### src/rtl/bmu_pkg.sv
package bmu_pkg;

  typedef enum logic [3:0] {
    OP_SET    = 4'd0,
    OP_CLR    = 4'd1,
    OP_FLIP   = 4'd2,
    OP_TEST   = 4'd3,
    OP_AND    = 4'd4,
    OP_ANDN   = 4'd5,
    OP_OR     = 4'd6,
    OP_ORN    = 4'd7,
    OP_XOR    = 4'd8,
    OP_XORN   = 4'd9,
    OP_LOAD   = 4'd10,
    OP_LOADN  = 4'd11,
    OP_STORE  = 4'd12,
    OP_STOREN = 4'd13,
    OP_RSV14  = 4'd14,
    OP_RSV15  = 4'd15
  } bmuOp_e;

  // value written into the selected bit
  typedef enum logic [1:0] {
    BIT_ONE   = 2'd0,
    BIT_ZERO  = 2'd1,
    BIT_FLIP  = 2'd2,
    BIT_CARRY = 2'd3
  } bitSrc_e;

  // how the carry result is formed
  typedef enum logic [2:0] {
    CF_HOLD = 3'd0,
    CF_AND  = 3'd1,
    CF_OR   = 3'd2,
    CF_XOR  = 3'd3,
    CF_LOAD = 3'd4
  } carryFn_e;

  typedef struct packed {
    logic     regIndex;   // register may supply the position
    logic     invOperand; // use inverse of the selected bit
    logic     writeBit;   // selected bit is replaced
    bitSrc_e  bitSrc;
    logic     invCarry;   // store the inverse of carry
    carryFn_e carryFn;
    logic     updZ;       // zero flag takes inverse of the bit
  } bmuStrobe_t;

endpackage

### src/rtl/bmu_ctrl.sv
module bmu_ctrl
  import bmu_pkg::*;
(
  input  logic [3:0]  opCode,
  output bmuStrobe_t  stb
);

  bmuOp_e op;
  assign op = bmuOp_e'(opCode);

  always_comb begin
    stb = '{regIndex: 1'b0, invOperand: 1'b0, writeBit: 1'b0,
            bitSrc: BIT_ONE, invCarry: 1'b0, carryFn: CF_HOLD, updZ: 1'b0};
    case (op)
      OP_SET: begin
        stb.regIndex = 1'b1;
        stb.writeBit = 1'b1;
        stb.bitSrc   = BIT_ONE;
      end
      OP_CLR: begin
        stb.regIndex = 1'b1;
        stb.writeBit = 1'b1;
        stb.bitSrc   = BIT_ZERO;
      end
      OP_FLIP: begin
        stb.regIndex = 1'b1;
        stb.writeBit = 1'b1;
        stb.bitSrc   = BIT_FLIP;
      end
      OP_TEST: begin
        stb.regIndex = 1'b1;
        stb.updZ     = 1'b1;
      end
      OP_AND:  stb.carryFn = CF_AND;
      OP_ANDN: begin
        stb.carryFn    = CF_AND;
        stb.invOperand = 1'b1;
      end
      OP_OR:   stb.carryFn = CF_OR;
      OP_ORN: begin
        stb.carryFn    = CF_OR;
        stb.invOperand = 1'b1;
      end
      OP_XOR:  stb.carryFn = CF_XOR;
      OP_XORN: begin
        stb.carryFn    = CF_XOR;
        stb.invOperand = 1'b1;
      end
      OP_LOAD: stb.carryFn = CF_LOAD;
      OP_LOADN: begin
        stb.carryFn    = CF_LOAD;
        stb.invOperand = 1'b1;
      end
      OP_STORE: begin
        stb.writeBit = 1'b1;
        stb.bitSrc   = BIT_CARRY;
      end
      OP_STOREN: begin
        stb.writeBit = 1'b1;
        stb.bitSrc   = BIT_CARRY;
        stb.invCarry = 1'b1;
      end
      default: ; // reserved codes: pass everything through
    endcase
  end

endmodule

### src/rtl/bmu_datapath.sv
module bmu_datapath
  import bmu_pkg::*;
#(
  parameter int DATA_W = 8,
  localparam int IDX_W = $clog2(DATA_W)
)(
  input  logic              clk,
  input  logic              rstN,
  input  logic              inValid,
  input  bmuStrobe_t        stb,
  input  logic [DATA_W-1:0] operand,
  input  logic [IDX_W-1:0]  bitImm,
  input  logic [DATA_W-1:0] bitReg,
  input  logic              useReg,
  input  logic              cIn,
  input  logic              zIn,
  output logic              resValid,
  output logic [DATA_W-1:0] resByte,
  output logic              wrEn,
  output logic              newC,
  output logic              newZ
);

  logic [IDX_W-1:0]  bitIdx;
  logic              selBit;
  logic              opBit;
  logic              newBitVal;
  logic              nextC;
  logic              nextZ;
  logic [DATA_W-1:0] nextByte;

  assign bitIdx = (stb.regIndex && useReg) ? bitReg[IDX_W-1:0] : bitImm;
  assign selBit = operand[bitIdx];
  assign opBit  = selBit ^ stb.invOperand;

  always_comb begin
    case (stb.carryFn)
      CF_AND:  nextC = cIn & opBit;
      CF_OR:   nextC = cIn | opBit;
      CF_XOR:  nextC = cIn ^ opBit;
      CF_LOAD: nextC = opBit;
      default: nextC = cIn;
    endcase
  end

  always_comb begin
    case (stb.bitSrc)
      BIT_ONE:   newBitVal = 1'b1;
      BIT_ZERO:  newBitVal = 1'b0;
      BIT_FLIP:  newBitVal = ~selBit;
      default:   newBitVal = cIn ^ stb.invCarry;
    endcase
  end

  assign nextZ = stb.updZ ? ~selBit : zIn;

  for (genvar g = 0; g < DATA_W; g++) begin : gBitLane
    localparam logic [IDX_W-1:0] LANE = IDX_W'(g);
    assign nextByte[g] = (stb.writeBit && (bitIdx == LANE)) ? newBitVal : operand[g];
  end

  always_ff @(posedge clk or negedge rstN) begin
    if (!rstN) begin
      resValid <= 1'b0;
      resByte  <= '0;
      wrEn     <= 1'b0;
      newC     <= 1'b0;
      newZ     <= 1'b0;
    end else begin
      resValid <= inValid;
      wrEn     <= inValid & stb.writeBit;
      if (inValid) begin
        resByte <= nextByte;
        newC    <= nextC;
        newZ    <= nextZ;
      end
    end
  end

endmodule

### src/rtl/bmu_top.sv
module bmu_top
  import bmu_pkg::*;
#(
  parameter int DATA_W = 8,
  localparam int IDX_W = $clog2(DATA_W)
)(
  input  logic              clk,
  input  logic              rstN,
  input  logic              inValid,
  input  logic [3:0]        opCode,
  input  logic [DATA_W-1:0] operand,
  input  logic [IDX_W-1:0]  bitImm,
  input  logic [DATA_W-1:0] bitReg,
  input  logic              useReg,
  input  logic              cIn,
  input  logic              zIn,
  output logic              resValid,
  output logic [DATA_W-1:0] resByte,
  output logic              wrEn,
  output logic              newC,
  output logic              newZ
);

  bmuStrobe_t stb;

  bmu_ctrl uCtrl (
    .opCode (opCode),
    .stb    (stb)
  );

  bmu_datapath #(.DATA_W(DATA_W)) uDp (
    .clk      (clk),
    .rstN     (rstN),
    .inValid  (inValid),
    .stb      (stb),
    .operand  (operand),
    .bitImm   (bitImm),
    .bitReg   (bitReg),
    .useReg   (useReg),
    .cIn      (cIn),
    .zIn      (zIn),
    .resValid (resValid),
    .resByte  (resByte),
    .wrEn     (wrEn),
    .newC     (newC),
    .newZ     (newZ)
  );

endmodule

### config.mk
export PLATFORM = sky130hd
export DESIGN_NAME = bmu_top
export DESIGN_NICKNAME = d
export VERILOG_FILES = /design/src/rtl/bmu_pkg.sv /design/src/rtl/bmu_ctrl.sv /design/src/rtl/bmu_datapath.sv /design/src/rtl/bmu_top.sv
export SDC_FILE = /design/constraint.sdc
export NUM_CORES = 1
export LEC_CHECK = 0
export BUFFER_PORTS_ARGS = -buffer_cell sky130_fd_sc_hd__buf_2
export CAP_MARGIN = 5
export CORE_MARGIN = 2
export CORE_UTILIZATION = 47
export CTS_CLUSTER_SIZE = 28
export DETAILED_ROUTE_END_ITERATION = 10
export PLACE_DENSITY = 0.84
export SKIP_LAST_GASP = 1
export SLEW_MARGIN = 20
export SYNTH_ARGS = -nofsm -noshare
export SYNTH_HDL_FRONTEND = slang
export SYNTH_SLANG_ARGS = --single-unit
### constraint.sdc
create_clock -name clk -period 1.5 [get_ports clk]
set_input_delay 0.225 -clock clk [delete_from_list [all_inputs] [get_ports clk]]
set_output_delay 0.225 -clock clk [all_outputs]
set_load 0.01 [all_outputs]
* Yosys cells after proc, flatten, opt, wreduce, memory -nomap -nowiden
Index checks and enable logic that the tools add are counted.
** Word-level totals
- Bits in registers :: 12
- Input port bits :: 29
- Output and inout bits :: 12
- Logic and storage cells :: 78
** Operators by class
- Order comparisons :: 1
- Equality and inequality tests :: 26
- Muxes and demuxes :: 20
- Bitwise gates (word level) :: 7
- Reduce and logical (&&, ||, !) cells :: 19
** Operators by type and width (count)
- $eq 4x4->1 const B :: 6
- $pmux 3 s4 :: 2
- $eq 4x3->1 const B :: 4
- $eq 3x3->1 const B :: 5
- $mux 1 :: 14
- $eq 3x2->1 const B :: 4
- $reduce_or 2->1 :: 5
- $logic_and 1x1->1 :: 9
- $eq 4x2->1 const B :: 2
- $reduce_or 4->1 :: 2
- $eq 3x1->1 const B :: 2
- $eq 4x1->1 const B :: 1
- $logic_not 4->1 :: 1
- $lt 3x4->1 const B :: 1
- $pmux 1 s4 :: 1
- $bmux 1 s3 :: 1
- $logic_not 3->1 :: 1
- $mux 3 :: 1
- $pmux 1 s3 :: 1
- $xor 1x1->1 :: 3
- $and 1x1->1 :: 2
- $eq 2x1->1 const B :: 1
- $eq 2x2->1 const B :: 1
- $logic_not 2->1 :: 1
- other kinds (2) :: 2

* Logic depth before layout (Yosys ltp)
Gate-level depths: netlist of the first run.
- Depth after elaboration :: 10
- Mapped depth :: 11
- Mapped depth without buffers :: 10

* Modules after synthesis
Synthesis of the first run repeated with hierarchy kept, for this count alone.
** Second synthesis, totals
- Cell total of the unflattened synthesis :: 130
- Area, all modules :: 1124.8 um^2
** Modules (own cells, without submodules)
- bmu_datapath :: times used 1, cells each 107, area each 952.2 um^2
- bmu_ctrl :: times used 1, cells each 23, area each 172.7 um^2

* Worst setup path before layout of the first run
Ideal clock, no wire load.
- Path type :: input to register
- Start point :: in opCode[3]
- End point :: reg uDp.newC
- Setup time :: 134 ps
- Arrival time :: 2301 ps
- Slack :: -935 ps
- Stages on the path :: 10
- Path through :: nor3b_4 mux2_2 a221oi_4 o22ai_4 xnor2_1 ha_1 o21ai_0 o211ai_1 a31oi_1 o211ai_1
** Between the ends
- Cells in the longest elaborated chain, start to end :: 10
- Elaborated cells between the ends (all ways) :: 34
- Those cells by class :: eq/ne (15); mux (7); bitwise (4); reduce/logical (8)
** RTL lines
- start: declaration :: line bmu_top.sv:10 : input logic [3:0] opCode,
- $eq 4x2->1, or another cell as far along :: line bmu_ctrl.sv:14 : case (op)
- $reduce_or 4->1 (no line)
- $mux 1 :: line bmu_ctrl.sv:14
- $logic_and 1x1->1 :: line bmu_datapath.sv:32 : assign bitIdx = (stb.regIndex && useReg) ? bitReg[IDX_W-1:0] : bitImm;
- $mux 3 :: line bmu_datapath.sv:32
- $bmux 1 s3 :: line bmu_datapath.sv:33 : assign selBit = operand[bitIdx];
- $mux 1 (implied by the code) :: line bmu_datapath.sv:33
- $xor 1x1->1 :: line bmu_datapath.sv:34 : assign opBit = selBit ^ stb.invOperand;
- $xor 1x1->1, or another cell as far along :: line bmu_datapath.sv:40 : CF_XOR: nextC = cIn ^ opBit;
- $pmux 1 s4 (*) :: line bmu_datapath.sv:37 : case (stb.carryFn)
- end signal: assignment :: line bmu_datapath.sv:74 : newC <= nextC;
- end: declaration :: line bmu_datapath.sv:20 : output logic newC,
Mark *: on every way between the ends. The rest lies on a longest branch, timed or not. The select of a mux whose other input is x is not followed.
A chain may end at the register's enable or synchronous reset.

* Final worst setup path of the first run
Ends and elaborated chain as after synthesis.

==> impl_metrics.toml, run 1 <==
[outcome]
status = "complete, but fails checks"
violations = "setup timing"

[route]
drtIter0Drc = 45
via_per_inst = 5.98
antenna_left = 0
dr_total_vias = 1406
finalWirelength_um = 4030
dr.pass1.iters = 4
post_drt_wl_per_cell_um = 17.1
drc = 0

[die]
fp.dieH_um = 55.3
start_util_pct = 50.0
coreArea_sq_um = 2480
rows = 18
die-width_um = 55.3
pin_count = 41
die_area_sq_um = 3060

[timing]
tightest_slew_ns = 0.745
skew_ns = 0
rsz0062_at_grt = "true"
setup_tns_ns = -3.79
fmax_ghz = 0.445
slew_viol_final = 0
max-slew-margin-rel_pct = 50.0
hold_viol = 0
setup_viol = 10
timing.final.crit_period_ns = 2.25
post-route-period-util_pct = 150
hold_slack_ns = 0.201
setup_ws_ns = -0.749

[placement]
dp_hpwl_um = 3030
dp_cells = 227
port_buffers = 35
place.gp.congestion = 0.891
place_ws_ns = -1.16

[clock_tree]
cts_root_buffer = "clkbuf_4"
clk-insertion-delay-late_ns = 0.29
cts_sinks = 12
numCtsBuffers = 3
clkTransAtPathRegs_ns = 0.09
cts_tree = "built"
clk_path_buf_depth = 2
h-tree-depth = 1

[finish]
multiInputGateArea_sq_um = 1000
n_antenna_cell = 0
stdcell_count = 235
synthToLayoutAreaGrowth_pct = 50.3
final_nets = 237
drive_above_1_share_pct = 48.8
regArea_sq_um = 300
num-fill-cells = 183

[grt]
grt_max_degree = 15
grt_usage_pct = 28.8
grt_pass1_vias = 1430
overflow = 0
grt_pass1_wl_um = 6950
antenna_found_initial = 0

[power]
total_power_mw = 1.21
ir_worst_vdd_v = 0.000509
power-per-cell-area_nw_per_um2 = 650
leakagePower_nw = 0.738

[yosys]
syn_area_per_cell_sq_um = 9.04
ys_types = 43
ys_ff_latch = 12
synthFlopType = "dfrtp_1"
netlist_area_sq_um = 1240
synth-async-reset-ratio_pct = 100
synthCells = 137
synth_warnings = 0
synth_nets = 168
synth-edff-count = 0
ys_seq_area_share_pct = 24.2

[worst_setup_path]
cp_max_fo = 8
required_ns = 1.67
arrival_ns = 2.42
path_class = "in -> reg"
endpoint_kind = "register"
critPathLaunchType = "input port"

[job]
maxCapViolations = 0

[hold_path]
hold_class = "in -> reg"
-- cells by family (layout without fill, tap and decap cells) --
kind of cell             after synthesis  count (layout)  share of synthesized area (%)
AO/OA/AOI/OAI                         40              40                           31.7
flip-flops                            12              12                           24.2
AND/OR/NAND/NOR                       64              64                           28.0
XOR/XNOR                               3               3                           2.12
buffers and inverters                  7              75                           3.03
adder cells (fa/ha/maj)                2               2                           2.02
multiplexers                           9               9                           8.89
-- cell usage after synthesis (2+ instances only) --
master / number / area share (%)
a31oi_1: 4 / 2.0
o41ai_1: 2 / 1.4
o22ai_1: 6 / 3.0
nor2_1: 12 / 3.6
mux2_2: 3 / 2.7
nand4_1: 2 / 1.0
xnor2_1: 2 / 1.4
o221ai_1: 4 / 2.8
mux2i_1: 2 / 1.6
a221oi_4: 2 / 4.2
clkbuf_1: 4 / 1.2
o211ai_1: 2 / 1.2
a21boi_0: 2 / 1.2
nor3_1: 13 / 5.3
o21ai_0: 3 / 1.2
mux2i_2: 3 / 3.3
nor2b_1: 7 / 3.5
a211oi_2: 6 / 6.1
inv_1: 2 / 0.61
o22a_1: 2 / 1.4
nand2b_1: 9 / 4.5
ha_1: 2 / 2.0
dfrtp_1: 12 / 24
nand2_1: 12 / 3.6
-- worst max-delay path, cell delays in order --
cell      delay [ns]
buf_6           0.10
nor3b_4         0.18
buf_6           0.15
mux2_4          0.34
a221oi_4        0.33
buf_4           0.18
o22ai_4         0.08
xnor2_1         0.15
ha_2            0.18
o21ai_2         0.11
o211ai_1        0.10
a31oi_1         0.18
o211ai_1        0.10
-- state kept, by name (all words and copies together) (netlist names) --
register / count
uDp.resValid: 1
uDp.wrEn: 1
uDp.newZ: 1
uDp.newC: 1
uDp.resByte: 8
-- through the flow --
stage               utilization [%]  area (sq um)
floorplan                         -          1280
global placement               68.2          1690
detailed placement             68.2          1690
CTS                            73.9          1830
global route                   75.2          1860
finish                         75.2          1860
-- where the power goes --
part	switching [mW]	total (mW)	internal (mW)
Combinational	0.291	0.567	0.277
Clock	0.121	0.269	0.148
Sequential	0.0186	0.374	0.356
Total	0.431	1.21	0.780
-- final cells by class --
cell class | count | share of cell area, %
Sequential cell | 12 | 16.1
Timing Repair Buffer | 69 | 25.6
Inverter | 2 | 0.403
Tap cell | 30 | 2.02
Clock buffer | 4 | 1.95
Multi-Input combinational cell | 118 | 53.9
-- cells in the final DEF (no fill, tap or decap), types with 2 or more instances in the layout --
| master | n |
|---|---|
| a211oi_2 | 6 |
| a21boi_0 | 2 |
| a221oi_4 | 2 |
| a31oi_1 | 2 |
| a31oi_4 | 2 |
| buf_2 | 33 |
| buf_4 | 28 |
| buf_6 | 5 |
| clkbuf_4 | 3 |
| dfrtp_1 | 12 |
| inv_1 | 2 |
| mux2_2 | 2 |
| mux2_4 | 2 |
| mux2i_4 | 3 |
| nand2_1 | 12 |
| nand2b_1 | 9 |
| nand4_1 | 2 |
| nor2_1 | 12 |
| nor2b_1 | 7 |
| nor3_1 | 13 |
| o211ai_1 | 2 |
| o21ai_0 | 2 |
| o221ai_1 | 3 |
| o22a_1 | 2 |
| o22ai_1 | 6 |
| o41ai_2 | 2 |
| xnor2_1 | 2 |
-- final timing paths --
path	endpoint	slack, ns	start	cells after the start
hold / removal	uDp.resValid	0.20	inValid	1
min in group asynchronous	uDp.resByte[7]	0.34	rstN	2
max in group asynchronous	uDp.newZ	0.92	rstN	2
hold reg to reg	uDp.newZ	0.56	uDp.newZ	2
setup / recovery	uDp.newC	-0.75	opCode[3]	13
setup reg to reg	uDp.newC	0.61	uDp.newC	3
-- layer usage --
| layer | GRT usage (%) | wire length (um) |
|---|---|---|
| met3 | 4.22 | 223 |
| met4 | 15.0 | 156 |
| met1 | 32.0 | 1470 |
| met2 | 52.2 | 2180 |
| met5 | 0 | 0 |
-- repair_timing --
item                                    4_1_cts  5_1_grt
hold buffers                                  1        0
endpoints found under the setup margin       10       10
buffers inserted                              3        2
gates resized for setup                      14        6
hold endpoints to repair                     12        0
pin swaps                                     4        3
No activity file was read; power rests on OpenSTA's default activity.
==> run 2, diff against run 1 <==
--- a/config.mk
+++ b/config.mk
@@ -7,11 +7,14 @@
 export LEC_CHECK = 0
 export BUFFER_PORTS_ARGS = -buffer_cell sky130_fd_sc_hd__buf_2
 export CAP_MARGIN = 5
+export CELL_PAD_IN_SITES_DETAIL_PLACEMENT = 1
+export CELL_PAD_IN_SITES_GLOBAL_PLACEMENT = 2
 export CORE_MARGIN = 2
-export CORE_UTILIZATION = 47
+export CORE_UTILIZATION = 31
 export CTS_CLUSTER_SIZE = 28
 export DETAILED_ROUTE_END_ITERATION = 10
-export PLACE_DENSITY = 0.84
+export GPL_TIMING_DRIVEN = 0
+export PLACE_DENSITY = 0.93
 export SKIP_LAST_GASP = 1
 export SLEW_MARGIN = 20
 export SYNTH_ARGS = -nofsm -noshare
==> run 2 against run 1 <==
- the run still ends with setup timing left
- count of clock-buffer cells in the layout is the same
- via count grew 3.1%
- sequential power is essentially flat
- register-to-register slack lost 0.06 ns
- sequential share of layout area shrank 0.34 points
- global-route usage shrank 7.0 points
- sequential cell count is the same
- final cell count grew 6.0%
- combinational power grew 9.5%
- clock power grew 37%
- critical path depth shrank 1
- total power grew 13%
- critical endpoint unchanged
==> impl_metrics.toml, run 2 (synthesis gave the netlist of run 1 again) <==
[worst_setup_path]
worstReg2RegEnd = "uDp.newC"
cp_max_fo = 4
startpoint = "opCode[3]"
required_ns = 1.61
endpoint_kind = "register"
critPathMostFrequentCell = "o211ai_1"
arrival_ns = 2.48
cp_slowest_cell = "a221oi_4"
path_class = "in -> reg"
ff2ff_setup_slack_ns = 0.55
critical_path.cell_chain = "buf_8, nor3b_4, buf_6, mux2_4, a221oi_4, o22a_1, xnor2_1, ha_1, nand2_1, o211ai_1, a31oi_1, o211ai_1"
worstRegToRegCells = 3
critPathMaxStageDelay_ns = 0.38
cp-endpoint = "uDp.newC"
r2r-start = "uDp.newC"
critPathLaunchType = "input port"

[route]
wl_met3_um = 154
wl_met2_um = 2790
via_per_inst = 5.82
dr_total_vias = 1450
drc = 0
antenna_left = 0
dr.pass1.iters = 4
finalWirelength_um = 5170
drtIter0Drc = 67
drt-met1-wl_um = 2130
post_drt_wl_per_cell_um = 20.7
top_layer_used = "met4"

[clock_tree]
clk-insertion-delay-late_ns = 0.24
numCtsBuffers = 3
h-tree-depth = 1
clk_path_buf_depth = 2
cts_sinks = 12
clkTransAtPathRegs_ns = 0.06
cts_root_buffer = "clkbuf_8"
cts_tree = "built"

[placement]
place_area_sq_um = 1510
place_ws_ns = -1.45
dp_hpwl_um = 3310
port_buffers = 34
place.gp.congestion = 0.845
dp_cells = 219

[grt]
grt_usage_pct = 21.8
antenna_found_initial = 0
grt_pass1_vias = 1529
overflow = 0
grt_pass1_wl_um = 7290
grt_max_degree = 13

[die]
rows = 22
die_area_sq_um = 4520
die-width_um = 67.2
pin_count = 41
fp.dieH_um = 67.2
start_util_pct = 33.1
coreArea_sq_um = 3740

[finish]
final_cell_mix = "buf_2, buf_4"
fin_util_pct = 50.8
stdcell_count = 249
synthToLayoutAreaGrowth_pct = 53.5
largest_reg_flops = 8
regArea_sq_um = 300
largest-register = "uDp.resByte"
drive_above_1_share_pct = 46.3
n_antenna_cell = 0
num-fill-cells = 452
final_nets = 233
finalInstanceArea_sq_um = 1900
multiInputGateArea_sq_um = 1010
mostFrequentLayoutCell = "buf_2"

[timing]
tightest_slew_ns = 0.626
skew_ns = 0
rsz0062_at_grt = "true"
hold_viol = 0
hold_slack_ns = 0.207
slew_viol_final = 0
post-route-period-util_pct = 158
timing.final.crit_period_ns = 2.37
fmax_ghz = 0.422
max-slew-margin-rel_pct = 58.1
setup_tns_ns = -7.63
setup_ws_ns = -0.872
setup_viol = 10

[outcome]
status = "complete, but fails checks"
violations = "setup timing"

[power]
leakagePower_nw = 0.729
power-per-cell-area_nw_per_um2 = 718
total_power_mw = 1.37
ir_worst_vdd_v = 0.000311

[job]
maxCapViolations = 0

[hold_path]
hold_class = "in -> reg"
## run 2: timing repair
item | 4_1_cts | 5_1_grt
gates resized for setup | 14 | 17
hold endpoints to repair | 12 | 0
pin swaps | 9 | 4
hold buffers | 1 | 0
endpoints found under the setup margin | 10 | 10
buffers inserted | 15 | 11
## run 2: worst min path at each step
stage | from | endpoint | slack [ns] | cells after the start
floorplan | rstN | uDp.newC | -0.07 | 0
global placement | rstN | uDp.resByte[5] | 0.12 | 1
global route | inValid | uDp.resValid | 0.21 | 1
finish | inValid | uDp.resValid | 0.21 | 1
detailed placement | rstN | uDp.resByte[3] | 0.13 | 1
CTS | inValid | uDp.resValid | 0.21 | 1
## run 2: layout make-up
type | instances | share of cell area (%)
plain buffers | 5 | 1.84
multi-input cells | 118 | 53.3
clock buffers | 4 | 2.89
flip-flops and latches | 12 | 15.8
inverters | 2 | 0.395
repair buffers | 60 | 22.6
well taps | 48 | 3.16
## run 2: report_power, final
part	leakage, nW	switching, mW	total (mW)	internal [mW]
logic	0.563	0.325	0.621	0.296
clock network	0.0288	0.136	0.368	0.233
registers	0.137	0.0204	0.377	0.356
total	0.729	0.481	1.37	0.885
## run 2: worst max-delay path, delay by kind of cell
kind / cells / cell delay (ns)
AOI/OAI and AO/OA: 5 / 1.01
xor gates and xnor gates: 1 / 0.14
adders and majority gates: 1 / 0.26
buffers and inverters: 2 / 0.24
muxes: 1 / 0.34
and+or+nand+nor: 2 / 0.27
## run 2: routing by layer
metal  track usage, %  vias to the layer above
li1                 -                      656
met3             2.50                       10
met4             7.65                        0
met5                0                        -
met1             25.8                      738
met2             40.2                       46
==> run 3, diff against run 2 <==
--- a/config.mk
+++ b/config.mk
@@ -10,13 +10,15 @@
 export CELL_PAD_IN_SITES_DETAIL_PLACEMENT = 1
 export CELL_PAD_IN_SITES_GLOBAL_PLACEMENT = 2
 export CORE_MARGIN = 2
-export CORE_UTILIZATION = 31
+export CORE_UTILIZATION = 30
 export CTS_CLUSTER_SIZE = 28
 export DETAILED_ROUTE_END_ITERATION = 10
 export GPL_TIMING_DRIVEN = 0
-export PLACE_DENSITY = 0.93
+export PLACE_DENSITY = 0.89
+export RECOVER_POWER = 50
 export SKIP_LAST_GASP = 1
 export SLEW_MARGIN = 20
 export SYNTH_ARGS = -nofsm -noshare
 export SYNTH_HDL_FRONTEND = slang
+export SYNTH_HIERARCHICAL = 1
 export SYNTH_SLANG_ARGS = --single-unit
==> run 3 against run 2 <==
- the run still ends with setup timing left
- final area decreased by 6.2%
- synthesized cell count decreased by 5.1%
- via count decreased by 18%
- sequential share of layout area increased by 1.0 points
- non-clock buffer count decreased by 7
- area after synthesis decreased by 9.2%
- hold slack got worse by 0.032 ns
- fmax decreased by 13%
- combinational power decreased by 16%
- sequential power about the same
- global-route usage decreased by 3.2 points
- largest power group unchanged
- highest routed layer unchanged
==> impl_metrics.toml, run 3 <==
[outcome]
status = "complete, but fails checks"
violations = "setup timing"

[route]
finalWirelength_um = 3620
dr.pass1.iters = 4
post_drt_wl_per_cell_um = 15.4
drc = 0
via_per_inst = 5.09
dr_total_vias = 1196
antenna_left = 0
drtIter0Drc = 34

[hold_path]
holdPathStages = 1
holdCritStartpoint = "inValid"
hold_class = "in -> reg"
holdPathEnd = "uDp/resValid"

[power]
power_frac_comb_pct = 41.6
p_seq_share_pct = 30.1
pwr-share-clk_pct = 28.3
switching_share_pct = 32.1
power-per-cell-area_nw_per_um2 = 699
ir_worst_vdd_v = 0.000230
power.internal_mw = 0.846
net-switching-power_mw = 0.401
leakagePower_nw = 0.771

[worst_setup_path]
worstReg2RegEnd = "uDp/resByte[3]"
ff2ff_setup_slack_ns = 0.58
critPathLaunchType = "input port"
worstRegToRegCells = 3
r2r-start = "uDp/resByte[3]"
required_ns = 1.62
path_class = "in -> reg"
endpoint_kind = "register"
cp_max_fo = 6
arrival_ns = 2.86

[finish]
largest-register = "uDp/resByte"
n_antenna_cell = 0
finalInstanceArea_sq_um = 1780
largest_reg_flops = 8
final_nets = 224
mostFrequentLayoutCell = "buf_2"
final_cell_mix = "buf_2, buf_4, nand2_1"
drive_above_1_share_pct = 52.4
synthToLayoutAreaGrowth_pct = 58.6

[die]
pin_count = 41
die-width_um = 65.2
rows = 22
coreArea_sq_um = 3630
fp.dieH_um = 65.2
start_util_pct = 31.0
die_area_sq_um = 4250

[placement]
place_area_sq_um = 1390
port_buffers = 33
place_ws_ns = -1.69
dp_hpwl_um = 2560
place.gp.congestion = 0.755

[timing]
tightest_slew_ns = 0.770
hold_slack_ns = 0.175
setup_tns_ns = -6.27
setup_viol = 10
slew_viol_final = 0
skew_ns = 0
fmax_ghz = 0.365
setup_ws_ns = -1.24
max-slew-margin-rel_pct = 48.5
post-route-period-util_pct = 182
hold_viol = 0
rsz0062_at_grt = "true"
timing.final.crit_period_ns = 2.74

[clock_tree]
h-tree-depth = 1
numCtsBuffers = 3
cts_sinks = 12
cts_tree = "built"
clkTransAtPathRegs_ns = 0.05
clk-insertion-delay-late_ns = 0.24
cts_root_buffer = "clkbuf_8"
clk_path_buf_depth = 2

[grt]
grt_usage_pct = 18.6
grt_pass1_wl_um = 6010
antenna_found_initial = 0
overflow = 0
grt_pass1_vias = 1290
grt_max_degree = 13

[yosys]
netlist_top_cells_area = "dfrtp_1, ha_1, o21ai_0"
synth_most_common_cell = "nand2_1"
synthFlopType = "dfrtp_1"
netlist_area_sq_um = 1120
synthCells = 130
synth_warnings = 6
synth_top_cell_area_share_pct = 26.7
ys_seq_area_share_pct = 26.7
synth_nets = 166
synth-edff-count = 0
syn_area_per_cell_sq_um = 8.65
ys_types = 40
ys_top_cells_by_count = "nand2_1, o21ai_0, dfrtp_1, o31ai_1"
ys_ff_latch = 12
synth_top_area_cell = "dfrtp_1"
synth-async-reset-ratio_pct = 100

[job]
maxCapViolations = 0
## run 3: worst max-delay path by stage
stage	cells past startpoint	endpoint	startpoint
final	17	uDp/newC	opCode[2]
after global routing	17	uDp/newC	opCode[2]
after CTS	17	uDp/newC	opCode[3]
after detailed placement	17	uDp/newC	opCode[3]
after global placement	17	uDp/newC	opCode[3]
after floorplan	16	uDp/newC	opCode[3]
## run 3: worst max-delay path, cell delays in order
cell and delay [ns]:
buf_12 0.11, clkinv_8 0.04, ha_4 0.15, buf_6 0.12
a21boi_2 0.05, or2_1 0.26, and3_4 0.18, o32a_4 0.39
xnor2_4 0.19, inv_2 0.06, ha_4 0.20, nand2b_4 0.13
a21oi_2 0.17, nand2_1 0.09, o2111ai_2 0.11, o21ai_1 0.12
a41o_1 0.25
## run 3: power groups by stage
stage               logic, mW  clock network (mW)  registers, mW
floorplan               0.212                   0          0.392
global placement        0.344                   0          0.375
detailed placement      0.360                   0          0.378
CTS                     0.466               0.361          0.375
global route            0.567               0.375          0.379
finish                  0.519               0.353          0.375
## run 3: cell families (layout without fill, tap and decap cells)
kind of cell | count (synthesis) | in the layout | synth area share, %
adder cells (fa/ha/maj) | 7 | 7 | 7.79
AND/OR/NAND/NOR | 48 | 48 | 23.5
multiplexers | 4 | 4 | 4.67
AO/OA/AOI/OAI | 45 | 45 | 29.1
buffers and inverters | 12 | 69 | 6.01
XOR/XNOR | 2 | 2 | 2.23
flip-flops | 12 | 12 | 26.7
## run 3: routing by layer
layer	GRT usage (%)	wire length [um]	vias up	part of all wire [%]
li1	-	-	591	-
met1	20.7	1500	570	41
met2	35.3	1920	28	53
met3	1.37	117	7	3.2
met4	8.59	87	0	2.4
met5	0	0	-	0
## run 3: what timing repair did
action,in CTS,in global routing
gates resized for setup,27,19
setup buffers,21,5
setup endpoints to repair,10,10
hold endpoints to repair,12,0
cloned,0,0
pin swaps,9,13
hold buffers,1,0
## run 3: layout make-up
cell class	instances	area [sq um]
clock buffer	4	55.1
tap	48	60.1
timing repair buffer	54	365
fill	454	1850
sequential	12	300
multi-input combinational	106	922
buffer	4	30.0
inverter	7	51.3
## run 3: stage by stage
step | total power, mW | utilization, % | cells
5_1_grt | 1.32 | 49.1 | 235
2_1_floorplan | 0.604 | - | 130
6_report | 1.25 | 49.1 | 235
4_1_cts | 1.20 | 46.9 | 236
3_5_place_dp | 0.738 | 38.3 | 211
3_3_place_gp | 0.719 | 38.3 | 211
